## config.mk

```make
export PLATFORM = sky130hd
export DESIGN_NAME = batt_health_mon
export DESIGN_NICKNAME = d
export VERILOG_FILES = /design/src/rtl/batt_mon_pkg.sv /design/src/rtl/batt_flag_sync.sv /design/src/rtl/batt_tick_counter.sv /design/src/rtl/batt_test_ctrl.sv /design/src/rtl/batt_health_mon.sv
export SDC_FILE = /design/constraint.sdc
export NUM_CORES = 1
export LEC_CHECK = 0
export ABC_AREA = 1
export BUFFER_PORTS_ARGS = -buffer_cell sky130_fd_sc_hd__clkbuf_2
export CAP_MARGIN = 20
export CORE_MARGIN = 4
export CORE_UTILIZATION = 30
export CTS_BUF_LIST = sky130_fd_sc_hd__clkbuf_4 sky130_fd_sc_hd__clkbuf_8
export CTS_CLUSTER_SIZE = 24
export DETAILED_ROUTE_END_ITERATION = 8
export PLACE_DENSITY_LB_ADDON = 0.12
export RECOVER_POWER = 100
export SYNTH_ARGS = -nofsm -noshare
export SYNTH_HDL_FRONTEND = slang
export SYNTH_SLANG_ARGS = --single-unit
export TNS_END_PERCENT = 5
```

## constraint.sdc

```tcl
create_clock -name clk -period 1.3 [get_ports clk]
set_input_delay 0 -clock clk [delete_from_list [all_inputs] [get_ports clk]]
set_output_delay 0 -clock clk [all_outputs]
set_load 0.005 [all_outputs]
```

## src/rtl/batt_mon_pkg.sv

```systemverilog
// Shared definitions for the battery health monitor.
package batt_mon_pkg;
    // Controller phases: no supply, test window open, waiting for next test.
    typedef enum logic [1:0] {
        ST_OFF  = 2'd0,
        ST_TEST = 2'd1,
        ST_IDLE = 2'd2
    } bm_state_t;
endpackage

```

## src/rtl/batt_flag_sync.sv

```systemverilog
// batt_flag_sync: brings an asynchronous single-bit flag into the clk domain.
// Assumes: the flag is quasi-static compared to STAGES clock periods.
module batt_flag_sync #(
    parameter int STAGES = 2
) (
    input  logic clk,
    input  logic rst_n,
    input  logic din,
    output logic dout
);
    localparam int NS = (STAGES < 2) ? 2 : STAGES;

    logic [NS-1:0] chain_q;

    // Shift the raw flag through the synchronizer chain.
    always_ff @(posedge clk) begin
        if (!rst_n) chain_q <= '0;
        else        chain_q <= {chain_q[NS-2:0], din};
    end

    assign dout = chain_q[NS-1];
endmodule

```

## src/rtl/batt_tick_counter.sv

```systemverilog
// batt_tick_counter: counts advance pulses modulo LIMIT and flags the final count.
// Assumes: clear has priority over advance; LIMIT >= 1.
module batt_tick_counter #(
    parameter int LIMIT = 86400
) (
    input  logic clk,
    input  logic rst_n,
    input  logic clr,
    input  logic adv,
    output logic at_last
);
    localparam int CW = (LIMIT > 1) ? $clog2(LIMIT) : 1;
    localparam logic [CW-1:0] LAST = CW'(LIMIT - 1);

    logic [CW-1:0] cnt_q;

    // Count ticks, wrapping after the final value.
    always_ff @(posedge clk) begin
        if (!rst_n || clr)  cnt_q <= '0;
        else if (adv)       cnt_q <= (cnt_q == LAST) ? '0 : cnt_q + 1'b1;
    end

    assign at_last = (cnt_q == LAST);
endmodule

```

## src/rtl/batt_test_ctrl.sv

```systemverilog
// batt_test_ctrl: sequences power-up and periodic battery tests and holds the warning.
// Assumes: sec_tick is a one-cycle pulse; supply inputs are synchronous to clk;
// the window is shorter than the interval.
module batt_test_ctrl
    import batt_mon_pkg::*;
(
    input  logic clk,
    input  logic rst_n,
    input  logic sec_tick,
    input  logic power_good,
    input  logic supply_fail,
    input  logic low_s,
    input  logic win_last,
    input  logic intv_last,
    output logic win_clr,
    output logic win_adv,
    output logic intv_clr,
    output logic intv_adv,
    output logic test_load_en,
    output logic warn_pull_low
);
    bm_state_t state_q;
    logic      pu_test_q;
    logic      fail_seen_q;
    logic      warn_q;
    logic      supply_ok;
    logic      start_pu;
    logic      start_per;
    logic      win_done;
    logic      verdict;

    assign supply_ok = power_good && !supply_fail;
    assign start_pu  = (state_q == ST_OFF) && supply_ok;
    assign start_per = (state_q == ST_IDLE) && supply_ok && sec_tick && intv_last;
    assign win_done  = (state_q == ST_TEST) && supply_ok && sec_tick && win_last;
    assign verdict   = fail_seen_q || low_s;

    assign win_clr  = (state_q != ST_TEST);
    assign win_adv  = (state_q == ST_TEST) && sec_tick;
    assign intv_clr = (state_q == ST_OFF) || start_per;
    assign intv_adv = sec_tick;

    // Phase sequencing: supply loss dominates, then test start and window end.
    always_ff @(posedge clk) begin
        if (!rst_n) begin
            state_q   <= ST_OFF;
            pu_test_q <= 1'b0;
        end else if (!supply_ok) begin
            state_q   <= ST_OFF;
        end else if (start_pu) begin
            state_q   <= ST_TEST;
            pu_test_q <= 1'b1;
        end else if (start_per) begin
            state_q   <= ST_TEST;
            pu_test_q <= 1'b0;
        end else if (win_done) begin
            state_q   <= ST_IDLE;
        end
    end

    // Accumulate any low-battery sample seen inside the open window.
    always_ff @(posedge clk) begin
        if (!rst_n || state_q != ST_TEST) fail_seen_q <= 1'b0;
        else                               fail_seen_q <= fail_seen_q || low_s;
    end

    // Apply the verdict: power-up tests overwrite, periodic tests only set.
    always_ff @(posedge clk) begin
        if (!rst_n)          warn_q <= 1'b0;
        else if (win_done)   warn_q <= pu_test_q ? verdict : (warn_q || verdict);
    end

    assign test_load_en  = (state_q == ST_TEST) && supply_ok;
    assign warn_pull_low = warn_q;

    // Warning never moves while the supply is invalid.
    assert_warn_hold_R8: assert property (@(posedge clk) disable iff (!rst_n)
        !supply_ok |=> $stable(warn_q));

    // A supply return always opens a power-up test.
    assert_pu_start_R2: assert property (@(posedge clk) disable iff (!rst_n)
        start_pu |=> (state_q == ST_TEST) && pu_test_q);

    // A low sample at the final tick forces the warning on.
    assert_fail_sets_R4: assert property (@(posedge clk) disable iff (!rst_n)
        (win_done && low_s) |=> warn_q);

    // Outside a power-up test the warning is never released.
    assert_sticky_R5: assert property (@(posedge clk) disable iff (!rst_n)
        (warn_q && !pu_test_q && supply_ok && !start_pu) |=> warn_q);

    // The window ends on its last tick.
    assert_window_end_R3: assert property (@(posedge clk) disable iff (!rst_n)
        win_done |=> (state_q == ST_IDLE));
endmodule

```

## src/rtl/batt_health_mon.sv

```systemverilog
// batt_health_mon: top level of the periodic battery health monitor.
// Assumes: sec_tick is a single-cycle pulse at 1 Hz, TEST_SECS < INTERVAL_SECS.
module batt_health_mon #(
    parameter int INTERVAL_SECS = 86400,
    parameter int TEST_SECS     = 1,
    parameter int SYNC_STAGES   = 2
) (
    input  logic clk,
    input  logic rst_n,
    input  logic sec_tick,
    input  logic power_good,
    input  logic supply_fail,
    input  logic batt_low,
    output logic test_load_en,
    output logic warn_pull_low
);
    logic low_s;
    logic win_last;
    logic intv_last;
    logic win_clr;
    logic win_adv;
    logic intv_clr;
    logic intv_adv;

    batt_flag_sync #(.STAGES(SYNC_STAGES)) u_sync (
        .clk(clk), .rst_n(rst_n), .din(batt_low), .dout(low_s)
    );

    batt_tick_counter #(.LIMIT(TEST_SECS)) u_win_cnt (
        .clk(clk), .rst_n(rst_n), .clr(win_clr), .adv(win_adv), .at_last(win_last)
    );

    batt_tick_counter #(.LIMIT(INTERVAL_SECS)) u_intv_cnt (
        .clk(clk), .rst_n(rst_n), .clr(intv_clr), .adv(intv_adv), .at_last(intv_last)
    );

    batt_test_ctrl u_ctrl (
        .clk(clk), .rst_n(rst_n), .sec_tick(sec_tick),
        .power_good(power_good), .supply_fail(supply_fail), .low_s(low_s),
        .win_last(win_last), .intv_last(intv_last),
        .win_clr(win_clr), .win_adv(win_adv),
        .intv_clr(intv_clr), .intv_adv(intv_adv),
        .test_load_en(test_load_en), .warn_pull_low(warn_pull_low)
    );
endmodule

```

==> flow_metrics.tcl <==
set metrics [dict create \
    via_per_inst 4.372 \
    route.detailed.drc 0 \
    num-nets-final 203 \
    drive_gt1_frac 0.3196 \
    synthMuxAreaShare 0 \
    ir_worst_vdd_mv 0.3796 \
    n_antenna_cell 0 \
    grt_max_degree 13 \
    worstHoldStart "rst_n" \
    leakagePower_nw 0.6368 \
    synth_top_area_cell "dfxtp_1" \
    r2r_end "u_intv_cnt.cnt_q[10]" \
    yosysSeqAreaShare 0.4055 \
    hpwl_um 1980 \
    crit_fanout 4 \
    grt-ovfl-total 0 \
    netlist_area_um2 1185 \
    cts_htree_levels 1 \
    synth-warning-count 0 \
    synth.top_cell.area_share 0.4055 \
    fin_ws_ns -0.08456 \
    arrival_ns 1.54 \
    hold_end "u_sync.chain_q[1]" \
    maxSlewViolCount 0 \
    grt_pass1_wl_um 4602 \
    fp.dieW_um 70.85 \
    hold-path-cell-count 3 \
    fmax_mhz 722.3 \
    failed_checks "setup timing" \
    clockBufferDepth 2 \
    hold_viol 0 \
    ant_nets 0 \
    start_util 0.3165 \
    place_area_um2 1434 \
    cts_sinks 24 \
    timing.reg2reg.setup_slack_ns -0.08 \
    finalCriticalPeriod_ns 1.385 \
    ys_ff_latch 24 \
    synthCells 161 \
    drt_iter0_drc 19 \
    p_per_area_nw_per_um2 761.4 \
    hold_class "in2reg" \
    syn_nets 168 \
    io_pins 8 \
    cts_tree "yes" \
    syn_to_final_growth_pct 34.95 \
    reg2reg_from "u_intv_cnt.cnt_q[1]" \
    routed_wl_um 2470 \
    wl_per_cell_um 10.21 \
    worstPathRequired_ns 1.46 \
    synth_fa_ha_area_frac 0.01056 \
    rsz0062_at_grt "yes" \
    setup_viol 7 \
    skew_ns 0.001558 \
    cts_root_buf "clkbuf_8" \
    synthTopCellsByArea "dfxtp_1, nand2_1, nor2_1" \
    cts_made_buffers 3 \
    synthXorXnorAreaFrac 0.07392 \
    place_ws_ns -0.1516 \
    slew_headroom 0.8130 \
    crit_type "reg2reg" \
    fin_area_um2 1599 \
    die_h_um 70.85 \
    outcome "finished with violations" \
    critPathLaunchType "flip-flop" \
    synth-compound-area-share 0.06019 \
    globalplace.congestion 0.8234 \
    clkSlewWorstSetupHoldPaths_ns 0.08 \
    grt_pass1_vias 1126 \
    vias 1058 \
    clkLatencyLatePin_ns 0.26 \
    antenna_found_initial 0 \
    die_area_um2 5019 \
    drtPass1Iterations 4 \
    numPortBuffers 7 \
    core_area_um2 3744 \
    synthSimpleGateAreaFrac 0.3801 \
    synth_top_family_by_area "simple AND/OR/NAND/NOR gates" \
    crit_path_end_kind "flip-flop" \
    synth_cell_types 24 \
    drv_cap 0 \
    period_share 1.065 \
    grt_util_all_layers 0.1114 \
    rr_worst_depth 8 \
    tightest_slew_ns 0.2797 \
    postSynthAreaPerCell_um2 7.360 \
    placementRows 22 \
]
-- Yosys cell counts --
library cell and instances:
clkbuf_1 1, nand2_2 3, nor2_2 3, nand4_2 1, nor2_1 26, nand3_1 10, a31oi_1 1, nand3_2 3
nand2_1 34, xor2_1 7, and2_2 1, xnor2_1 3, ha_1 1, a21oi_1 4, nor2_4 4, o21bai_2 1
nand4_1 2, a21o_1 1, inv_1 19, nor3_1 6, buf_4 1, dfxtp_1 24, o22ai_1 1, o21ai_0 4
-- placed cells by master (no fill, tap or decap), types with 2 or more instances in the layout --
cell type  count
a21oi_1        4
buf_4         23
clkbuf_2       7
clkbuf_8       3
dfxtp_1       21
dfxtp_2        3
inv_1         18
nand2_1       31
nand2_2        3
nand2_4        3
nand3_1        8
nand3_2        2
nand3_4        3
nand4_1        2
nor2_1        24
nor2_2         3
nor2_4         6
nor3_1         6
o21ai_0        3
xnor2_1        3
xor2_1         7
-- logic make-up (layout without fill, tap and decap cells) --
| logic type | Yosys count | count (layout) |
|---|---|---|
| AOI/OAI and AO/OA | 12 | 12 |
| xor gates and xnor gates | 10 | 10 |
| and+or+nand+nor | 93 | 93 |
| adders and majority gates | 1 | 1 |
| DFF | 24 | 24 |
| buffers and inverters | 21 | 54 |
-- worst max-delay path by stage --
stage,from,endpoint,slack (ns),cells past startpoint
3_3_place_gp,u_intv_cnt.cnt_q[1],u_intv_cnt.cnt_q[9],-0.08,8
6_report,u_intv_cnt.cnt_q[1],u_intv_cnt.cnt_q[10],-0.08,8
5_1_grt,u_intv_cnt.cnt_q[1],u_intv_cnt.cnt_q[14],-0.16,10
3_5_place_dp,u_intv_cnt.cnt_q[0],u_intv_cnt.cnt_q[13],-0.15,8
2_1_floorplan,u_intv_cnt.cnt_q[0],u_intv_cnt.cnt_q[14],0.004,10
4_1_cts,u_intv_cnt.cnt_q[0],u_intv_cnt.cnt_q[14],-0.06,10
-- flip-flops by register name (all words and copies together) (netlist names) --
name	cells
u_ctrl.fail_seen_q	1
u_ctrl.pu_test_q	1
u_ctrl.state_q	2
u_intv_cnt.cnt_q	17
u_sync.chain_q	2
u_ctrl.warn_pull_low	1
-- area by class of cell --
cell class | instances | area (µm²)
well taps | 48 | 60.06
flip-flops and latches | 24 | 484.2
repair buffers | 32 | 229.0
multi-input cells | 116 | 713.2
inverters | 19 | 71.32
fillers | 408 | 2145
clock buffers | 3 | 41.29
-- worst max-delay path, stage by stage (launching register included) --
cell and delay [ns]:
dfxtp_2 0.36, ha_4 0.15, nand2_4 0.06, nor2_4 0.16, nand2_2 0.08, nor2_4 0.14
buf_4 0.13, xor2_1 0.14, nor2_1 0.06
-- metal layers --
layer / track usage / up-vias / wire [µm]
li1: - / 573 / -
met1: 0.1357 / 474 / 1209
met2: 0.1967 / 9 / 1182
met3: 0.01847 / 2 / 59
met4: 0.03967 / 0 / 18
met5: 0 / - / 0
-- where the power goes --
part | internal [mW] | switching (mW) | total [mW]
clock | 0.207 | 0.224 | 0.431
sequential | 0.741 | 0.00265 | 0.743
combinational | 0.0174 | 0.0263 | 0.0437
-- per-stage QoR --
step	utilization	instances	total power [mW]	setup TNS, ns	hold WS (ns)
CTS	0.4168	241	1.245	-0.6001	0.07175
finish	0.4271	242	1.218	-0.1754	0.07966
global placement	0.3830	235	0.7992	-0.9295	0.1940
global route	0.4271	242	1.274	-1.937	0.1158
detailed placement	0.3830	235	0.7999	-2.242	0.1966
floorplan	-	161	0.7851	0	0.09763
-- what timing repair did --
action | in CTS | in global routing
buffers inserted | 3 | 2
pin swaps | 11 | 12
resized for setup | 13 | 8
hold buffers | 1 | 0
setup endpoints to repair | 20 | 21
endpoints found under the hold margin | 1 | 0
(Power assumes the default switching activity.)
